===== src/rtl/pkt_alloc_pkg.sv =====
package pkt_alloc_pkg;

  typedef enum logic [2:0] {
    CMD_NOP       = 3'd0,
    CMD_ALLOC_TX  = 3'd1,
    CMD_RESET_ALL = 3'd2,
    CMD_RX_POP    = 3'd3,
    CMD_RX_FREE   = 3'd4,
    CMD_FREE_SEL  = 3'd5,
    CMD_TX_QUEUE  = 3'd6,
    CMD_TX_FLUSH  = 3'd7
  } mmuCmd_e;

  localparam logic [3:0] ADDR_CMD   = 4'd0;
  localparam logic [3:0] ADDR_SEL   = 4'd1;
  localparam logic [3:0] ADDR_ARES  = 4'd2;
  localparam logic [3:0] ADDR_DONE  = 4'd3;
  localparam logic [3:0] ADDR_RXH   = 4'd4;
  localparam logic [3:0] ADDR_INT   = 4'd5;
  localparam logic [3:0] ADDR_MASK  = 4'd6;
  localparam logic [3:0] ADDR_USED  = 4'd7;
  localparam logic [3:0] ADDR_SIZE  = 4'd8;

  localparam logic [7:0] INT_RCV      = 8'h01;
  localparam logic [7:0] INT_TX       = 8'h02;
  localparam logic [7:0] INT_TX_EMPTY = 8'h04;
  localparam logic [7:0] INT_ALLOC    = 8'h08;
  localparam logic [7:0] ACK_MASK     = 8'hD6;
  localparam logic [7:0] NO_PAGE      = 8'h80;

  localparam int Q_TX   = 0;
  localparam int Q_DONE = 1;
  localparam int Q_RX   = 2;
  localparam int NUM_Q  = 3;

  // Strobes from control to datapath, at most one cycle each
  typedef struct packed {
    logic freeAll;
    logic allocTake;
    logic rxPush;
    logic releaseSel;
    logic releaseRxHead;
    logic rxPop;
    logic txPush;
    logic txPop;
    logic txAutoFree;
    logic donePush;
    logic donePop;
    logic txQueuesClear;
  } dpStrobes_t;

endpackage


===== src/rtl/page_queue.sv =====
module page_queue #(
  parameter int DEPTH = 4,
  parameter int WIDTH = 2
) (
  input  logic             clk,
  input  logic             rstN,
  input  logic             clear,
  input  logic             push,
  input  logic [WIDTH-1:0] pushData,
  input  logic             pop,
  output logic [WIDTH-1:0] headData,
  output logic             empty,
  output logic             full,
  output logic             emptyNext
);
  localparam int PTRW = (DEPTH > 1) ? $clog2(DEPTH) : 1;
  localparam int CNTW = $clog2(DEPTH + 1);

  logic [WIDTH-1:0] slots [DEPTH];
  logic [PTRW-1:0]  rdPtr, wrPtr;
  logic [CNTW-1:0]  count, countNext;
  logic             doPush, doPop;

  function automatic logic [PTRW-1:0] bump(input logic [PTRW-1:0] p);
    return (p == PTRW'(DEPTH - 1)) ? '0 : p + PTRW'(1);
  endfunction

  assign empty    = (count == '0);
  assign full     = (count == CNTW'(DEPTH));
  assign doPush   = push && !full && !clear;
  assign doPop    = pop && !empty && !clear;
  assign headData = slots[rdPtr];

  always_comb begin
    countNext = count;
    if (clear) countNext = '0;
    else if (doPush && !doPop) countNext = count + CNTW'(1);
    else if (doPop && !doPush) countNext = count - CNTW'(1);
  end
  assign emptyNext = (countNext == '0);

  always_ff @(posedge clk or negedge rstN) begin
    if (!rstN) begin
      rdPtr <= '0;
      wrPtr <= '0;
      count <= '0;
      for (int i = 0; i < DEPTH; i++) slots[i] <= '0;
    end else begin
      count <= countNext;
      if (clear) begin
        rdPtr <= '0;
        wrPtr <= '0;
      end else begin
        if (doPush) begin
          slots[wrPtr] <= pushData;
          wrPtr <= bump(wrPtr);
        end
        if (doPop) rdPtr <= bump(rdPtr);
      end
    end
  end

  assert_count_bound_R5: assert property (@(posedge clk) disable iff (!rstN)
    count <= CNTW'(DEPTH)) else $error("queue count beyond depth");

endmodule


===== src/rtl/alloc_datapath.sv =====
module alloc_datapath
  import pkt_alloc_pkg::*;
#(
  parameter int NPAGES = 4,
  parameter int PW     = $clog2(NPAGES),
  parameter int CW     = $clog2(NPAGES + 1)
) (
  input  logic          clk,
  input  logic          rstN,
  input  dpStrobes_t    strb,
  input  logic [PW-1:0] selPage,
  output logic          freeAvail,
  output logic [PW-1:0] lowestFree,
  output logic [CW-1:0] usedCount,
  output logic [PW-1:0] txHead,
  output logic          txNotEmpty,
  output logic          txFull,
  output logic          txEmptyNext,
  output logic [PW-1:0] doneHead,
  output logic          doneNotEmpty,
  output logic          doneFull,
  output logic          doneNotEmptyNext,
  output logic [PW-1:0] rxHead,
  output logic          rxNotEmpty,
  output logic          rxFull,
  output logic          rxNotEmptyNext
);
  logic [NPAGES-1:0] usedMap, mapNext;

  logic          qClear     [NUM_Q];
  logic          qPush      [NUM_Q];
  logic          qPop       [NUM_Q];
  logic [PW-1:0] qIn        [NUM_Q];
  logic [PW-1:0] qHead      [NUM_Q];
  logic          qEmpty     [NUM_Q];
  logic          qFull      [NUM_Q];
  logic          qEmptyNext [NUM_Q];

  // Lowest free page and occupancy
  always_comb begin
    lowestFree = '0;
    for (int i = NPAGES - 1; i >= 0; i--)
      if (!usedMap[i]) lowestFree = PW'(i);
  end
  assign freeAvail = ~&usedMap;

  always_comb begin
    usedCount = '0;
    for (int i = 0; i < NPAGES; i++)
      usedCount = usedCount + CW'(usedMap[i]);
  end

  always_comb begin
    mapNext = usedMap;
    if (strb.releaseSel)    mapNext[selPage] = 1'b0;
    if (strb.releaseRxHead) mapNext[rxHead]  = 1'b0;
    if (strb.txAutoFree)    mapNext[txHead]  = 1'b0;
    if (strb.allocTake)     mapNext[lowestFree] = 1'b1;
    if (strb.freeAll)       mapNext = '0;
  end

  always_ff @(posedge clk or negedge rstN) begin
    if (!rstN) usedMap <= '0;
    else       usedMap <= mapNext;
  end

  // Queue wiring
  always_comb begin
    qClear[Q_TX]   = strb.freeAll || strb.txQueuesClear;
    qPush[Q_TX]    = strb.txPush;
    qPop[Q_TX]     = strb.txPop;
    qIn[Q_TX]      = selPage;
    qClear[Q_DONE] = strb.freeAll || strb.txQueuesClear;
    qPush[Q_DONE]  = strb.donePush;
    qPop[Q_DONE]   = strb.donePop;
    qIn[Q_DONE]    = qHead[Q_TX];
    qClear[Q_RX]   = strb.freeAll;
    qPush[Q_RX]    = strb.rxPush;
    qPop[Q_RX]     = strb.rxPop;
    qIn[Q_RX]      = lowestFree;
  end

  for (genvar q = 0; q < NUM_Q; q++) begin : gQueue
    page_queue #(.DEPTH(NPAGES), .WIDTH(PW)) uQueue (
      .clk      (clk),
      .rstN     (rstN),
      .clear    (qClear[q]),
      .push     (qPush[q]),
      .pushData (qIn[q]),
      .pop      (qPop[q]),
      .headData (qHead[q]),
      .empty    (qEmpty[q]),
      .full     (qFull[q]),
      .emptyNext(qEmptyNext[q])
    );
  end

  assign txHead           = qHead[Q_TX];
  assign txNotEmpty       = !qEmpty[Q_TX];
  assign txFull           = qFull[Q_TX];
  assign txEmptyNext      = qEmptyNext[Q_TX];
  assign doneHead         = qHead[Q_DONE];
  assign doneNotEmpty     = !qEmpty[Q_DONE];
  assign doneFull         = qFull[Q_DONE];
  assign doneNotEmptyNext = !qEmptyNext[Q_DONE];
  assign rxHead           = qHead[Q_RX];
  assign rxNotEmpty       = !qEmpty[Q_RX];
  assign rxFull           = qFull[Q_RX];
  assign rxNotEmptyNext   = !qEmptyNext[Q_RX];

  assert_rx_push_free_R8: assert property (@(posedge clk) disable iff (!rstN)
    strb.rxPush |-> freeAvail) else $error("receive push without free page");

  assert_rx_release_head_R9: assert property (@(posedge clk) disable iff (!rstN)
    strb.releaseRxHead |-> rxNotEmpty) else $error("release of empty receive head");

endmodule


===== src/rtl/alloc_control.sv =====
module alloc_control
  import pkt_alloc_pkg::*;
#(
  parameter int NPAGES = 4,
  parameter int PW     = $clog2(NPAGES),
  parameter int CW     = $clog2(NPAGES + 1)
) (
  input  logic          clk,
  input  logic          rstN,
  input  logic [3:0]    regAddr,
  input  logic          regWrEn,
  input  logic [7:0]    regWrData,
  output logic [7:0]    regRdData,
  output logic          irq,
  output logic          txReqValid,
  input  logic          txReqReady,
  input  logic          autoRelease,
  input  logic          rxAllocReq,
  output logic          rxAllocGrant,
  output dpStrobes_t    strb,
  output logic [PW-1:0] selPage,
  input  logic          freeAvail,
  input  logic [PW-1:0] lowestFree,
  input  logic [CW-1:0] usedCount,
  input  logic [PW-1:0] doneHead,
  input  logic          txNotEmpty,
  input  logic          txFull,
  input  logic          txEmptyNext,
  input  logic          doneNotEmpty,
  input  logic          doneFull,
  input  logic          doneNotEmptyNext,
  input  logic [PW-1:0] rxHead,
  input  logic          rxNotEmpty,
  input  logic          rxFull,
  input  logic          rxNotEmptyNext
);
  logic [7:0] allocRes, allocResNext;
  logic       allocPending, allocPendingNext;
  logic [7:0] intStat, intStatNext;
  logic [7:0] intMask;
  mmuCmd_e    cmd;
  logic       cmdWr, ackWr, idle, txShake, retryTake;

  assign cmd          = mmuCmd_e'(regWrData[7:5]);
  assign cmdWr        = regWrEn && (regAddr == ADDR_CMD);
  assign ackWr        = regWrEn && (regAddr == ADDR_INT);
  assign idle         = !regWrEn;
  assign txReqValid   = txNotEmpty && idle;
  assign txShake      = txReqValid && txReqReady;
  assign retryTake    = idle && allocPending && freeAvail;
  assign rxAllocGrant = idle && rxAllocReq && !allocPending && freeAvail && !rxFull;

  // Strobe generation
  always_comb begin
    strb = '0;
    if (cmdWr) begin
      unique case (cmd)
        CMD_ALLOC_TX:  strb.allocTake = freeAvail;
        CMD_RESET_ALL: strb.freeAll = 1'b1;
        CMD_RX_POP:    strb.rxPop = 1'b1;
        CMD_RX_FREE: begin
          strb.releaseRxHead = rxNotEmpty;
          strb.rxPop = 1'b1;
        end
        CMD_FREE_SEL:  strb.releaseSel = 1'b1;
        CMD_TX_QUEUE:  strb.txPush = !txFull;
        CMD_TX_FLUSH:  strb.txQueuesClear = 1'b1;
        default: ;
      endcase
    end
    if (ackWr && regWrData[1]) strb.donePop = 1'b1;
    if (txShake) begin
      strb.txPop = 1'b1;
      if (autoRelease) strb.txAutoFree = 1'b1;
      else             strb.donePush = !doneFull;
    end
    if (retryTake) strb.allocTake = 1'b1;
    if (rxAllocGrant) begin
      strb.allocTake = 1'b1;
      strb.rxPush = 1'b1;
    end
  end

  // Allocation result and interrupt status
  always_comb begin
    allocResNext     = allocRes;
    allocPendingNext = allocPending;
    intStatNext      = intStat;
    if (ackWr) intStatNext = intStatNext & ~(regWrData & ACK_MASK);
    if (cmdWr && cmd == CMD_ALLOC_TX) begin
      intStatNext = intStatNext & ~INT_ALLOC;
      if (freeAvail) begin
        allocResNext     = 8'(lowestFree);
        allocPendingNext = 1'b0;
        intStatNext      = intStatNext | INT_ALLOC;
      end else begin
        allocResNext     = NO_PAGE;
        allocPendingNext = 1'b1;
      end
    end
    if (cmdWr && cmd == CMD_RESET_ALL) begin
      allocResNext     = '0;
      allocPendingNext = 1'b0;
    end
    if (retryTake) begin
      allocResNext     = 8'(lowestFree);
      allocPendingNext = 1'b0;
      intStatNext      = intStatNext | INT_ALLOC;
    end
    if (rxAllocGrant) intStatNext = intStatNext | INT_RCV;
    if (cmdWr && (cmd == CMD_RX_POP || cmd == CMD_RX_FREE)) begin
      if (rxNotEmptyNext) intStatNext = intStatNext | INT_RCV;
      else                intStatNext = intStatNext & ~INT_RCV;
    end
    if (txEmptyNext)      intStatNext = intStatNext | INT_TX_EMPTY;
    if (doneNotEmptyNext) intStatNext = intStatNext | INT_TX;
  end

  always_ff @(posedge clk or negedge rstN) begin
    if (!rstN) begin
      allocRes     <= '0;
      allocPending <= 1'b0;
      intStat      <= INT_TX_EMPTY;
      intMask      <= '0;
      selPage      <= '0;
    end else begin
      allocRes     <= allocResNext;
      allocPending <= allocPendingNext;
      intStat      <= intStatNext;
      if (regWrEn && regAddr == ADDR_MASK) intMask <= regWrData;
      if (regWrEn && regAddr == ADDR_SEL)  selPage <= regWrData[PW-1:0];
    end
  end

  assign irq = |(intStat & intMask);

  // Register read
  always_comb begin
    unique case (regAddr)
      ADDR_SEL:  regRdData = 8'(selPage);
      ADDR_ARES: regRdData = allocRes;
      ADDR_DONE: regRdData = doneNotEmpty ? 8'(doneHead) : NO_PAGE;
      ADDR_RXH:  regRdData = rxNotEmpty ? 8'(rxHead) : NO_PAGE;
      ADDR_INT:  regRdData = intStat;
      ADDR_MASK: regRdData = intMask;
      ADDR_USED: regRdData = 8'(usedCount);
      ADDR_SIZE: regRdData = 8'(NPAGES);
      default:   regRdData = '0;
    endcase
  end

  assert_tx_empty_flag_R7: assert property (@(posedge clk) disable iff (!rstN)
    !txNotEmpty |-> intStat[2]) else $error("TX_EMPTY low with empty queue");

  assert_done_flag_R6: assert property (@(posedge clk) disable iff (!rstN)
    doneNotEmpty |-> intStat[1]) else $error("TX low with completion pending");

  assert_retry_done_R4: assert property (@(posedge clk) disable iff (!rstN)
    (allocPending && freeAvail && !regWrEn) |=> (!allocPending && intStat[3]))
    else $error("pending allocation not completed");

  assert_rx_after_pending_R8: assert property (@(posedge clk) disable iff (!rstN)
    rxAllocGrant |-> !allocPending) else $error("receive grant ahead of pending allocation");

  assert_irq_masked_R11: assert property (@(posedge clk) disable iff (!rstN)
    (intMask == '0) |-> !irq) else $error("irq with zero mask");

endmodule


===== src/rtl/pkt_page_alloc.sv =====
module pkt_page_alloc
  import pkt_alloc_pkg::*;
#(
  parameter int NPAGES = 4,
  localparam int PW    = $clog2(NPAGES),
  localparam int CW    = $clog2(NPAGES + 1)
) (
  input  logic          clk,
  input  logic          rstN,
  input  logic [3:0]    regAddr,
  input  logic          regWrEn,
  input  logic [7:0]    regWrData,
  output logic [7:0]    regRdData,
  output logic          irq,
  output logic          txReqValid,
  output logic [PW-1:0] txReqPage,
  input  logic          txReqReady,
  input  logic          autoRelease,
  input  logic          rxAllocReq,
  output logic          rxAllocGrant,
  output logic [PW-1:0] rxAllocPage
);
  dpStrobes_t    strb;
  logic [PW-1:0] selPage, lowestFree, txHead, doneHead, rxHead;
  logic [CW-1:0] usedCount;
  logic freeAvail, txNotEmpty, txFull, txEmptyNext;
  logic doneNotEmpty, doneFull, doneNotEmptyNext;
  logic rxNotEmpty, rxFull, rxNotEmptyNext;

  alloc_control #(.NPAGES(NPAGES), .PW(PW), .CW(CW)) uCtrl (
    .clk(clk), .rstN(rstN), .regAddr(regAddr), .regWrEn(regWrEn),
    .regWrData(regWrData), .regRdData(regRdData), .irq(irq),
    .txReqValid(txReqValid), .txReqReady(txReqReady), .autoRelease(autoRelease),
    .rxAllocReq(rxAllocReq), .rxAllocGrant(rxAllocGrant), .strb(strb),
    .selPage(selPage), .freeAvail(freeAvail), .lowestFree(lowestFree),
    .usedCount(usedCount), .doneHead(doneHead), .txNotEmpty(txNotEmpty),
    .txFull(txFull), .txEmptyNext(txEmptyNext), .doneNotEmpty(doneNotEmpty),
    .doneFull(doneFull), .doneNotEmptyNext(doneNotEmptyNext), .rxHead(rxHead),
    .rxNotEmpty(rxNotEmpty), .rxFull(rxFull), .rxNotEmptyNext(rxNotEmptyNext)
  );

  alloc_datapath #(.NPAGES(NPAGES), .PW(PW), .CW(CW)) uData (
    .clk(clk), .rstN(rstN), .strb(strb), .selPage(selPage),
    .freeAvail(freeAvail), .lowestFree(lowestFree), .usedCount(usedCount),
    .txHead(txHead), .txNotEmpty(txNotEmpty), .txFull(txFull),
    .txEmptyNext(txEmptyNext), .doneHead(doneHead), .doneNotEmpty(doneNotEmpty),
    .doneFull(doneFull), .doneNotEmptyNext(doneNotEmptyNext), .rxHead(rxHead),
    .rxNotEmpty(rxNotEmpty), .rxFull(rxFull), .rxNotEmptyNext(rxNotEmptyNext)
  );

  assign txReqPage   = txHead;
  assign rxAllocPage = lowestFree;

endmodule


===== config.mk =====
export PLATFORM = sky130hd
export DESIGN_NAME = pkt_page_alloc
export DESIGN_NICKNAME = d
export VERILOG_FILES = /design/src/rtl/pkt_alloc_pkg.sv /design/src/rtl/page_queue.sv /design/src/rtl/alloc_datapath.sv /design/src/rtl/alloc_control.sv /design/src/rtl/pkt_page_alloc.sv
export SDC_FILE = /design/constraint.sdc
export NUM_CORES = 1
export LEC_CHECK = 0
export BUFFER_PORTS_ARGS = -buffer_cell sky130_fd_sc_hd__buf_2
export CORE_UTILIZATION = 50
export DETAILED_ROUTE_END_ITERATION = 8
export PLACE_DENSITY = 0.68
export SLEW_MARGIN = 20
export SYNTH_ARGS = -nofsm -noshare
export SYNTH_HDL_FRONTEND = slang
export SYNTH_HIERARCHICAL = 1
export SYNTH_SLANG_ARGS = --single-unit

===== constraint.sdc =====
create_clock -name clk -period 4.6 [get_ports clk]
set_input_delay 0.92 -clock clk [delete_from_list [all_inputs] [get_ports clk]]
set_output_delay 0.92 -clock clk [all_outputs]
set_load 0.005 [all_outputs]

==> results.py <==
metrics = {
    "outcome": {
        "status": "complete, no violations",
    },
    "place": {
        "gp_congestion": 0.874,
        "dpl.hpwl_um": 7240,
        "portBuffers": 32,
    },
    "yosys": {
        "async_flop_share": 1.00,
        "synth-main-ff-cell": "dfrtp_1",
        "synth_edf_count": 0,
        "ys_seq_elements": 69,
        "yosysTopAreaCellShare": 0.380,
        "ys_top_cells_by_count": "dfrtp_1, mux2_2, nand2_1, inv_1, nor2_1",
        "ys_top_cells_by_area": "dfrtp_1, mux2_2, ha_1, mux4_2, nand2_1",
        "syn_area_per_cell_um2": 10.4,
        "yosysWarnings": 6,
        "syn_inst": 432,
        "post-synth-top-count-cell": "dfrtp_1",
        "synth_area_um2": 4480,
        "yosysTopAreaCell": "dfrtp_1",
        "ys_types": 75,
        "syn-num-nets": 478,
        "seq_area_frac_synth": 0.386,
    },
    "clocking": {
        "ctsResizeCount": 0,
        "path_clk_slew_ns": 0.07,
        "ctsHoldBuffers": 0,
        "cts_buffer_depth": 2,
        "cts-buffers-inserted": 9,
        "cts-root-buf": "clkbuf_8",
        "htreeDepth": 3,
        "clock-sinks": 69,
        "clk_latency_ns": 0.34,
        "tritoncts": "built",
        "post-cts-setup-buffer-count": 0,
    },
    "detailed_routing": {
        "antenna_left": 0,
        "routed_via_density": 5.93,
        "route.vias.total": 3419,
        "drtIter0Drc": 253,
        "drc": 0,
        "first_pass_iters": 5,
        "wirelength_um": 9620,
        "routedWlPerCell_um": 16.7,
    },
    "layout": {
        "antenna_cells": 0,
        "final_util": 0.565,
        "drive_above_1_share": 0.258,
        "fin_nets": 510,
        "area_delta_synth_final_pct": 9.52,
    },
    "power_and_ir_drop": {
        "leakage_nw": 2.32,
        "power_density_nw_per_um2": 487,
        "p_seq_frac": 0.397,
        "p_sw_frac": 0.374,
        "pwr-share-clk": 0.228,
        "switchingPower_mw": 0.893,
        "p_int_mw": 1.49,
        "combPwrFrac": 0.375,
        "ir_drop_v": 0.000237,
    },
    "critical_path": {
        "r2r_slack_ns": 1.22,
        "critPathMaxFanout": 6,
        "r2r_cells": 15,
        "critPathLaunchType": "register",
        "crit_chain": "inv_1, fa_1, inv_1, ha_1, ha_1, mux2_2, a22oi_1, a211oi_1, a221o_1, buf_2",
        "arrival_ns": 2.90,
        "required_ns": 3.68,
        "critPathKind": "reg -> out",
        "cpMaxStageDelayCell": "fa_1",
        "critPathMaxStageDelay_ns": 0.51,
        "critPathCaptureType": "output port",
    },
    "grt": {
        "grt_pass1_vias": 3346,
        "grt_overflow_total": 0,
        "grt_pass1_wl_um": 16200,
        "grt_max_degree": 45,
        "grt_usage": 0.215,
        "antenna_found_initial": 0,
    },
    "timing": {
        "slew_viol_final": 0,
        "hold_viol_final": 0,
        "fin_crit_ns": 3.82,
        "setup_viol": 0,
        "skew_ns": 0.0118,
        "fin_crit_sh": 0.830,
        "fmax_mhz": 262,
        "tns_ns": 0,
        "worst_slew_pin_slew_ns": 0.659,
        "holdWs_ns": 0.506,
        "slew_headroom": 0.554,
        "rsz0062_at_grt": "no",
    },
    "floorplanning": {
        "initial_core_util": 0.516,
        "dieArea_um2": 9340,
        "io_pins": 33,
        "coreArea_um2": 8680,
        "rows": 34,
        "die_y_um": 96.7,
        "die_w_um": 96.7,
    },
    "hold_path": {
        "hold_path.class": "reg -> reg",
        "holdPathStages": 1,
    },
    "run": {
        "cap_violations": 0,
    },
}
[kinds of logic (layout without fill, tap and decap cells)]
group | Yosys count | after routing | synth area share
simple gates | 154 | 154 | 0.198
compound gates | 82 | 82 | 0.137
flops | 69 | 69 | 0.386
mux | 52 | 52 | 0.144
buf+inv | 46 | 83 | 0.0531
fa+ha+maj | 28 | 28 | 0.0799
xor+xnor | 1 | 1 | 0.00196
[stage by stage]
step	setup slack [ns]	cell area [um2]	total power, mW	std cells
2_1_floorplan	1.48	4480	1.60	432
4_1_cts	0.778	4900	2.40	577
6_report	0.781	4910	2.39	577
5_1_grt	0.656	4910	2.58	577
3_3_place_gp	1.10	4680	1.81	561
3_5_place_dp	1.08	4680	1.85	561
[worst paths after layout]
check | from | to
max reg2reg | uData/gQueue[0].uQueue/count[0]$_DFF_PN0_ | uCtrl/intStat[1]$_DFFE_PN0P_
min in group asynchronous | rstN | uCtrl/allocRes[0]$_DFFE_PN0P_
min | uData/gQueue[0].uQueue/slots[3]$_DFFE_PN0P_ | uData/gQueue[0].uQueue/slots[3]$_DFFE_PN0P_
min reg2reg | uData/gQueue[0].uQueue/slots[3]$_DFFE_PN0P_ | uData/gQueue[0].uQueue/slots[3]$_DFFE_PN0P_
max | uData/usedMap[1]$_DFF_PN0_ | regRdData[1]
max in group asynchronous | rstN | uCtrl/intStat[2]$_DFFE_PN1P_
[final cells by class]
cell class                      count  area, um2
Multi-Input combinational cell    317       2510
Clock buffer                        9        124
Inverter                           32        120
Clock inverter                      7        100
Sequential cell                    69       1730
Timing Repair Buffer               35        185
Tap cell                          108        135
Fill cell                         807       3770
[power groups by stage]
stage,combinational (mW),clock (mW),sequential [mW]
after global routing,1.01,0.590,0.976
final,0.895,0.545,0.948
after CTS,0.894,0.563,0.946
after detailed placement,0.888,0,0.957
after floorplan,0.717,0,0.887
after global placement,0.861,0,0.950
[worst max-delay path: cells and delay by family (launching register included)]
kind / cells / cell delay (ns)
compound gates: 3 / 0.60
buf+inv: 3 / 0.29
mux: 1 / 0.26
fa+ha+maj: 3 / 0.97
flops: 1 / 0.44
[sequential cells by signal, summed over array words and instances (netlist names)]
register,cells
uCtrl/intMask,8
uData/gQueue.uQueue/wrPtr,6
uData/gQueue.uQueue/count,9
uData/gQueue.uQueue/rdPtr,6
uCtrl/intStat,7
uData/usedMap,4
uData/gQueue.uQueue/slots,24
uCtrl/selPage,2
uCtrl/allocRes,3
[metal layers]
| metal | routed length (um) | vias up | track usage |
|---|---|---|---|
| met4 | 116 | 0 | 0.0735 |
| met5 | 0 | - | 0 |
| met2 | 4640 | 90 | 0.346 |
| li1 | - | 1642 | - |
| met1 | 4450 | 1676 | 0.297 |
| met3 | 424 | 11 | 0.0347 |
[layout by cell type, fill, tap and decap left out, types with 6 or more instances in the layout]
cell      Yosys  final
o21ai_0      12     12
mux2_2       37     37
buf_2         4     31
mux2i_1       8      8
nor3_1       10     10
ha_1         27     27
and3_1        8      8
a22oi_1       8      8
inv_1        30     30
nand2_1      35     35
nand3_1      10     10
dfrtp_1      68     68
nor2_1       30     30
a21oi_1      18     18
nor2b_1      10     10
nand2b_1      6      6
nor3b_1       7      7
clkbuf_8      0      9
mux4_2        6      6
(Power assumes the default switching activity.)
